===== config.mk =====
export PLATFORM = sky130hd
export DESIGN_NAME = fpu_ctl_regs
export DESIGN_NICKNAME = d
export VERILOG_FILES = /design/src/rtl/fpu_ctl_regs.sv
export SDC_FILE = /design/constraint.sdc
export NUM_CORES = 1
export LEC_CHECK = 0
export BUFFER_PORTS_ARGS = -buffer_cell sky130_fd_sc_hd__buf_2
export CAP_MARGIN = 30
export CORE_MARGIN = 1.5
export CORE_UTILIZATION = 48
export CTS_CLUSTER_DIAMETER = 100
export DETAILED_ROUTE_END_ITERATION = 12
export PLACE_DENSITY = 0.8
export RECOVER_POWER = 50
export SLEW_MARGIN = 20
export SYNTH_ARGS = -nofsm -noshare
export SYNTH_HDL_FRONTEND = slang
export SYNTH_SLANG_ARGS = --single-unit

===== constraint.sdc =====
create_clock -name clk -period 2.35 [get_ports clk]
set_clock_uncertainty 0.15 [all_clocks]
set_input_delay 0.705 -clock clk [delete_from_list [all_inputs] [get_ports clk]]
set_output_delay 0.705 -clock clk [all_outputs]
set_load 0.03 [all_outputs]

===== src/rtl/fpu_ctl_regs.sv =====
module fpu_ctl_regs #(
  parameter logic [31:0] REV_ID = 32'h0001_0300,
  parameter int NUM_W = 5
) (
  input  logic             clk,
  input  logic             rst_n,
  input  logic             views_en,
  input  logic [NUM_W-1:0] rd_num,
  output logic [31:0]      rd_data,
  input  logic             wr_en,
  input  logic [NUM_W-1:0] wr_num,
  input  logic [31:0]      wr_data,
  input  logic             au_we,
  input  logic [7:0]       au_cc,
  input  logic [5:0]       au_cause
);
  localparam logic [NUM_W-1:0] N_REV  = NUM_W'(0);
  localparam logic [NUM_W-1:0] N_CC   = NUM_W'(25);
  localparam logic [NUM_W-1:0] N_FLG  = NUM_W'(26);
  localparam logic [NUM_W-1:0] N_MODE = NUM_W'(28);
  localparam logic [NUM_W-1:0] N_ALL  = NUM_W'(31);

  localparam logic [31:0] M_RSVD = 32'h001C_0000;
  localparam logic [31:0] M_CC   = 32'hFE80_0000;
  localparam logic [31:0] M_FLG  = 32'h0003_F07C;
  localparam logic [31:0] M_INPL = 32'h0000_0F83;
  localparam logic [31:0] M_MODE = 32'h0100_0F83;

  logic [31:0] stat, nxt_ctl, nxt_au;
  logic        ctl_hit;

  wire [31:0] v_cc   = {24'b0, stat[31:25], stat[23]};
  wire [31:0] v_flg  = stat & M_FLG;
  wire [31:0] v_mode = (stat & M_INPL) | {29'b0, stat[24], 2'b0};

  always_comb begin
    case (rd_num)
      N_REV:   rd_data = REV_ID;
      N_ALL:   rd_data = stat;
      N_CC:    rd_data = views_en ? v_cc : 32'b0;
      N_FLG:   rd_data = views_en ? v_flg : 32'b0;
      N_MODE:  rd_data = views_en ? v_mode : 32'b0;
      default: rd_data = 32'b0;
    endcase
  end

  always_comb begin
    ctl_hit = 1'b0;
    nxt_ctl = stat;
    if (wr_en) begin
      case (wr_num)
        N_ALL: begin
          ctl_hit = 1'b1;
          nxt_ctl = wr_data & ~M_RSVD;
        end
        N_CC: if (views_en) begin
          ctl_hit = 1'b1;
          nxt_ctl = (stat & ~M_CC) | {wr_data[7:1], 1'b0, wr_data[0], 23'b0};
        end
        N_FLG: if (views_en) begin
          ctl_hit = 1'b1;
          nxt_ctl = (stat & ~M_FLG) | (wr_data & M_FLG);
        end
        N_MODE: if (views_en) begin
          ctl_hit = 1'b1;
          nxt_ctl = (stat & ~M_MODE) | (wr_data & M_INPL) | {7'b0, wr_data[2], 24'b0};
        end
        default: ;
      endcase
    end
  end

  always_comb begin
    nxt_au        = stat;
    nxt_au[31:25] = au_cc[7:1];
    nxt_au[23]    = au_cc[0];
    nxt_au[17:12] = au_cause;
    nxt_au[6:2]   = stat[6:2] | au_cause[4:0];
  end

  always_ff @(posedge clk) begin
    if (!rst_n)       stat <= 32'b0;
    else if (ctl_hit) stat <= nxt_ctl;
    else if (au_we)   stat <= nxt_au;
  end

  a_r3_rsvd_zero: assert property (@(posedge clk) disable iff (!rst_n)
    (stat & M_RSVD) == 32'b0);

  a_r2_rev_write_ignored: assert property (@(posedge clk) disable iff (!rst_n)
    (wr_en && wr_num == N_REV && !au_we) |=> $stable(stat));

  a_r8_views_write_gated: assert property (@(posedge clk) disable iff (!rst_n)
    (wr_en && !views_en && wr_num != N_ALL && !au_we) |=> $stable(stat));

  a_r8_views_read_zero: assert property (@(posedge clk) disable iff (!rst_n)
    (!views_en && (rd_num == N_CC || rd_num == N_FLG || rd_num == N_MODE)) |-> rd_data == 32'b0);

  a_r5_cc_keeps_rest: assert property (@(posedge clk) disable iff (!rst_n)
    (wr_en && views_en && wr_num == N_CC) |=> ((stat & ~M_CC) == ($past(stat) & ~M_CC)));

  a_r7_flg_keeps_rest: assert property (@(posedge clk) disable iff (!rst_n)
    (wr_en && views_en && wr_num == N_FLG) |=> ((stat & ~M_FLG) == ($past(stat) & ~M_FLG)));

  a_r9_unimpl_ignored: assert property (@(posedge clk) disable iff (!rst_n)
    (wr_en && !au_we && wr_num != N_ALL && wr_num != N_CC && wr_num != N_FLG &&
     wr_num != N_MODE) |=> $stable(stat));

  a_r11_ctl_wins: assert property (@(posedge clk) disable iff (!rst_n)
    (wr_en && wr_num == N_ALL) |=> stat == ($past(wr_data) & ~M_RSVD));
endmodule


Word-level counts from Yosys, hierarchy flattened

Cells that the tools add are included.
Widths: inputs -> output; s select.

Register bits after elaboration: 32
Input bits: 61
Output and inout port bits: 32

Equality and inequality tests: 16
Muxes and demuxes: 14
Bitwise gates (word level): 6
Reduce and logical (&&, ||, !) cells: 6

Operators by type and width:

| cell               | count |
|---|---|
| $mux 32            | 6 |
| $pmux 32 s5        | 1 |
| $pmux 32 s4        | 1 |
| $eq 5x5->1 const B | 8 |
| $or 25x32->32      | 1 |
| $or 32x12->32      | 1 |
| $or 32x18->32      | 1 |
| $or 32x25->32      | 1 |
| $mux 18            | 1 |
| $mux 12            | 1 |
| $or 12x3->12       | 1 |
| $reduce_and 6->1   | 2 |
| $ne 3x3->1 const B | 3 |
| $mux 8             | 1 |
| $ne 2x2->1 const B | 4 |
| $logic_not 5->1    | 1 |
| $ne 5x1->1 const B | 1 |
| $or 5x5->5         | 1 |
| $reduce_bool 4->1  | 1 |
| $reduce_or 3->1    | 1 |
| $mux 1             | 2 |
| $pmux 1 s2         | 1 |
| $reduce_bool 2->1  | 1 |

Logic depth before layout (Yosys ltp)

Word-level depth: 6
Depth in mapped cells: 8
Gate-level depth less buffers: 5

Worst setup path after synthesis

OpenSTA, ideal clock, no wires.

Path type: in2out
From: input port rd_num[2]
To: output port rd_data[3]
Arrival time: 1.703 ns
Required time: 1.495 ns
Slack: -0.208 ns
Stages: 5
Buffers on the path: 1
Path through: nand2b_1 -> o21ai_0 -> nor2b_1 -> clkbuf_1 -> a22o_1

Word-level cells in the longest chain between the ends: 2
Elaborated cells between the ends (all ways): 6
Those cells by class: eq/ne: 4; mux: 1; reduce/logical: 1

RTL lines:

| item                                                 | RTL line | text |
|---|---|---|
| from (decl)                                          | 8        | `input logic [NUM_W-1:0] rd_num,` |
| $eq 5x5->1 / $logic_not 5->1 (equally long branches) | 37       | `case (rd_num)` |
| $pmux 32 s5 *                                        | 37       |  |
| to (decl)                                            | 9        | `output logic [31:0] rd_data,` |

Mark *: on every way between the ends. The rest lies on a longest branch, timed or not.

Worst setup path after layout

From: input port rd_num[0]
To: output port rd_data[2]

The elaborated chain is that of the path after synthesis.

==> key figures <==
GRT
  – First-pass GRT wire length: 12000 um
  – Number of global-route vias before repair: between 2000 and 3000
  – Gr ovfl total: 0
  – Largest net degree at the start of global routing: 16
  – GRT Util Overall: 30.3%
  – Initial antenna violation count: 0

Run
  – Max Cap Violations: 0

Yosys
  – Count of cell types in the netlist: 46
  – Syn Area/Cell: 8.21 sq um
  – Number of enable flip-flop cells after synthesis: 0
  – Post-Syn Nets: 328
  – Ys flop type: dfxtp_1
  – Yosys warning count: 0
  – Most frequent cells after synthesis: 32 x dfxtp_1, 28 x nand2_1, 22 x and2_1, 18 x a22o_1, 17 x a21oi_1
  – Yosys top cell area share: 29.2%
  – Async set-reset flop share out of synthesis: 0%
  – Cell Area, Synth: approximately 2200 sq um
  – Synth area leader: dfxtp_1
  – Count leader, synth: dfxtp_1
  – Post-synthesis sequential area ratio: 29.2%
  – Largest cells by area after synthesis: dfxtp_1 29%, a22o_1 7.2%, mux2i_1 6.9%
  – Post-synthesis cell count: 267
  – Synth Register Bits: 32

Placed design
  – Hpwl dp: around 5300 um
  – IO Port Bufs: 89
  – Routability congestion estimate: 0.864

Worst setup path
  – Setup CP Type: primary input to output port
  – Flop2flop setup slack: 1.00 ns
  – CP Max Fanout: 5
  – Critical Path AT: 1.80 ns
  – R2r worst-path depth: 5
  – Worst endpoint required time: 1.49 ns
  – CP startpoint kind: primary input
  – Crit end category: output port

Finish
  – Area grow syn2layout: 58.7%
  – Nets: 439
  – Ratio of cells with drive above 1 in the final layout: 48.3%
  – Largest register FFs: 32
  – Antenna diodes: 0
  – Biggest regs: stat x32
  – Final core occ: 79.3%
  – Biggest register: stat

Clock network
  – CTS Buf Count: 5
  – Latest clock arrival within the worst-skew pair: 0.28 ns
  – Clock root cell: clkbuf_8
  – Max Buffers Root-to-Sink: 2
  – Sink Count: 32
  – CTS tree: yes
  – Worst-path clk slew: 0.06 ns
  – H-tree depth: 2

Die
  – Boundary pin count: 93
  – Die X: about 71 um
  – Starting Density: between 40 and 50%
  – Die height: 70.6 um
  – Die area: 4980 sq um
  – Cell row count: 24
  – Core area: 4380 sq um

Drt
  – Pre-antenna DRT Iters: 6
  – Via count: roughly 2700
  – Post-route DRC: 0
  – Vias per inst: 6.32
  – Routed wire length: 8010 um
  – Iter 0 DRT Violations: 284
  – Routed Antenna Nets: 0
  – Routed WL per cell: between 15 and 20 um

Run status
  – Failing checks: setup timing
  – Status: finished with violations

Pwr
  – Switching share of power: 28.7%
  – Switch Pwr: between 400 and 500 uW
  – Final total power: 1460 uW
  – Power Internal: approximately 1000 uW
  – Leak pwr: around 0.0016 uW
  – Sequential power share: 40.8%
  – Peak VDD IR: 0.000430 V
  – Clock power share: ~37%
  – Pwr/cell area: 420 nW/um^2
  – Comb power frac: between 20% and 30%

Hold path
  – Hold Crit Depth: 1
  – Worst Hold Class: flop to flop

Timing
  – Crit path time final: 2.65 ns
  – Fmax: between 300 and 400 MHz
  – Worst setup margin: -0.303 ns
  – Relative slew slack: 63.0%
  – RSZ-0062 raised after global routing: true
  – Slew @ Worst Pin: 0.550 ns
  – Final Max Slew Viols: 0
  – Final hold viol count: 0
  – WHS: about 0.34 ns
  – Setup violators final: 32
  – Tcrit/Tclk final: 113%
==> cell usage in the layout (no fill, tap or decap), types with 2 or more instances in the layout <==
cell type,instances
buf_2,51
buf_6,36
dfxtp_1,32
nand2_1,27
buf_4,25
and2_4,21
a21oi_1,17
mux2i_1,15
nor3_1,12
a22o_1,11
nand3_1,10
o22ai_1,10
nor2_1,9
a221o_1,9
a22o_4,7
a211oi_1,6
clkbuf_8,5
buf_12,5
clkbuf_1,5
and3_1,4
nor2b_1,4
o22ai_2,4
a221oi_1,4
o21ai_1,3
xor2_1,3
buf_8,3
nor2_4,2
nand2_4,2
nor4_4,2
a21o_2,2
and3b_1,2
nand2b_1,2
o21ai_0,2
==> area by class of cell <==
cell class / instances / area [sq um]
Multi-Input combinational cell: 209 / 1600
Timing Repair Buffer: 127 / 1040
Fill cell: 272 / 908
Sequential cell: 32 / 641
Clock buffer: 5 / 68.8
Tap cell: 52 / 65.1
Clock inverter: 3 / 42.5
Inverter: 3 / 13.8
==> cell families after synthesis <==
group | share of synthesized area [%]
compound gates | 28.6
xor+xnor | 1.20
buf+inv | 7.02
flops | 29.2
mux | 6.85
simple gates | 27.1
==> power by group through the flow <==
stage | Sequential (uW) | Combinational [uW] | Clock (uW)
global route | 597 | 349 | 563
floorplan | 595 | 176 | 0
finish | 596 | 329 | 535
detailed placement | 602 | 299 | 0
global placement | 601 | 292 | 0
CTS | 592 | 319 | 537
==> stage by stage <==
step / std cells / TNS [ns] / cell area, sq um / setup slack, ns
floorplan: 267 / -0.117 / 2340 / -0.0390
global placement: 421 / -8.26 / 3010 / -0.345
detailed placement: 421 / -8.81 / 3010 / -0.326
CTS: 429 / -4.40 / 3410 / -0.270
global route: 431 / -6.92 / 3480 / -0.373
finish: 431 / -5.74 / 3480 / -0.303
==> critical path, cell delays in order <==
cell      delay [ns]
buf_12          0.11
nand2_2         0.08
o21ai_1         0.07
nor2b_4         0.15
a222oi_1        0.43
inv_2           0.10
buf_6           0.16
==> final timing paths <==
check,from,endpoint
min,stat[20]$_SDFFE_PN0P_,stat[20]$_SDFFE_PN0P_
min reg2reg,stat[20]$_SDFFE_PN0P_,stat[20]$_SDFFE_PN0P_
max reg2reg,stat[31]$_SDFFE_PN0P_,stat[31]$_SDFFE_PN0P_
max,rd_num[0],rd_data[2]
==> timing repair <==
| action | CTS | global route |
|---|---|---|
| resized for setup | 84 | 19 |
| pin swaps | 7 | 12 |
| buffers inserted | 0 | 1 |
| hold endpoints to repair | 0 | 0 |
| setup endpoints to repair | 32 | 32 |
| gates cloned | 0 | 1 |
| hold buffers | 0 | 0 |
==> metal layers <==
layer / GRT usage, % / routed length [um] / vias to the layer above
met1: 40.7 / 3110 / 1282
met4: 10.9 / 246 / 0
met5: 0 / 0 / -
met2: 49.4 / 3850 / 187
met3: 5.56 / 806 / 32
li1: - / - / 1221
Power figures use the tool's default switching activity.
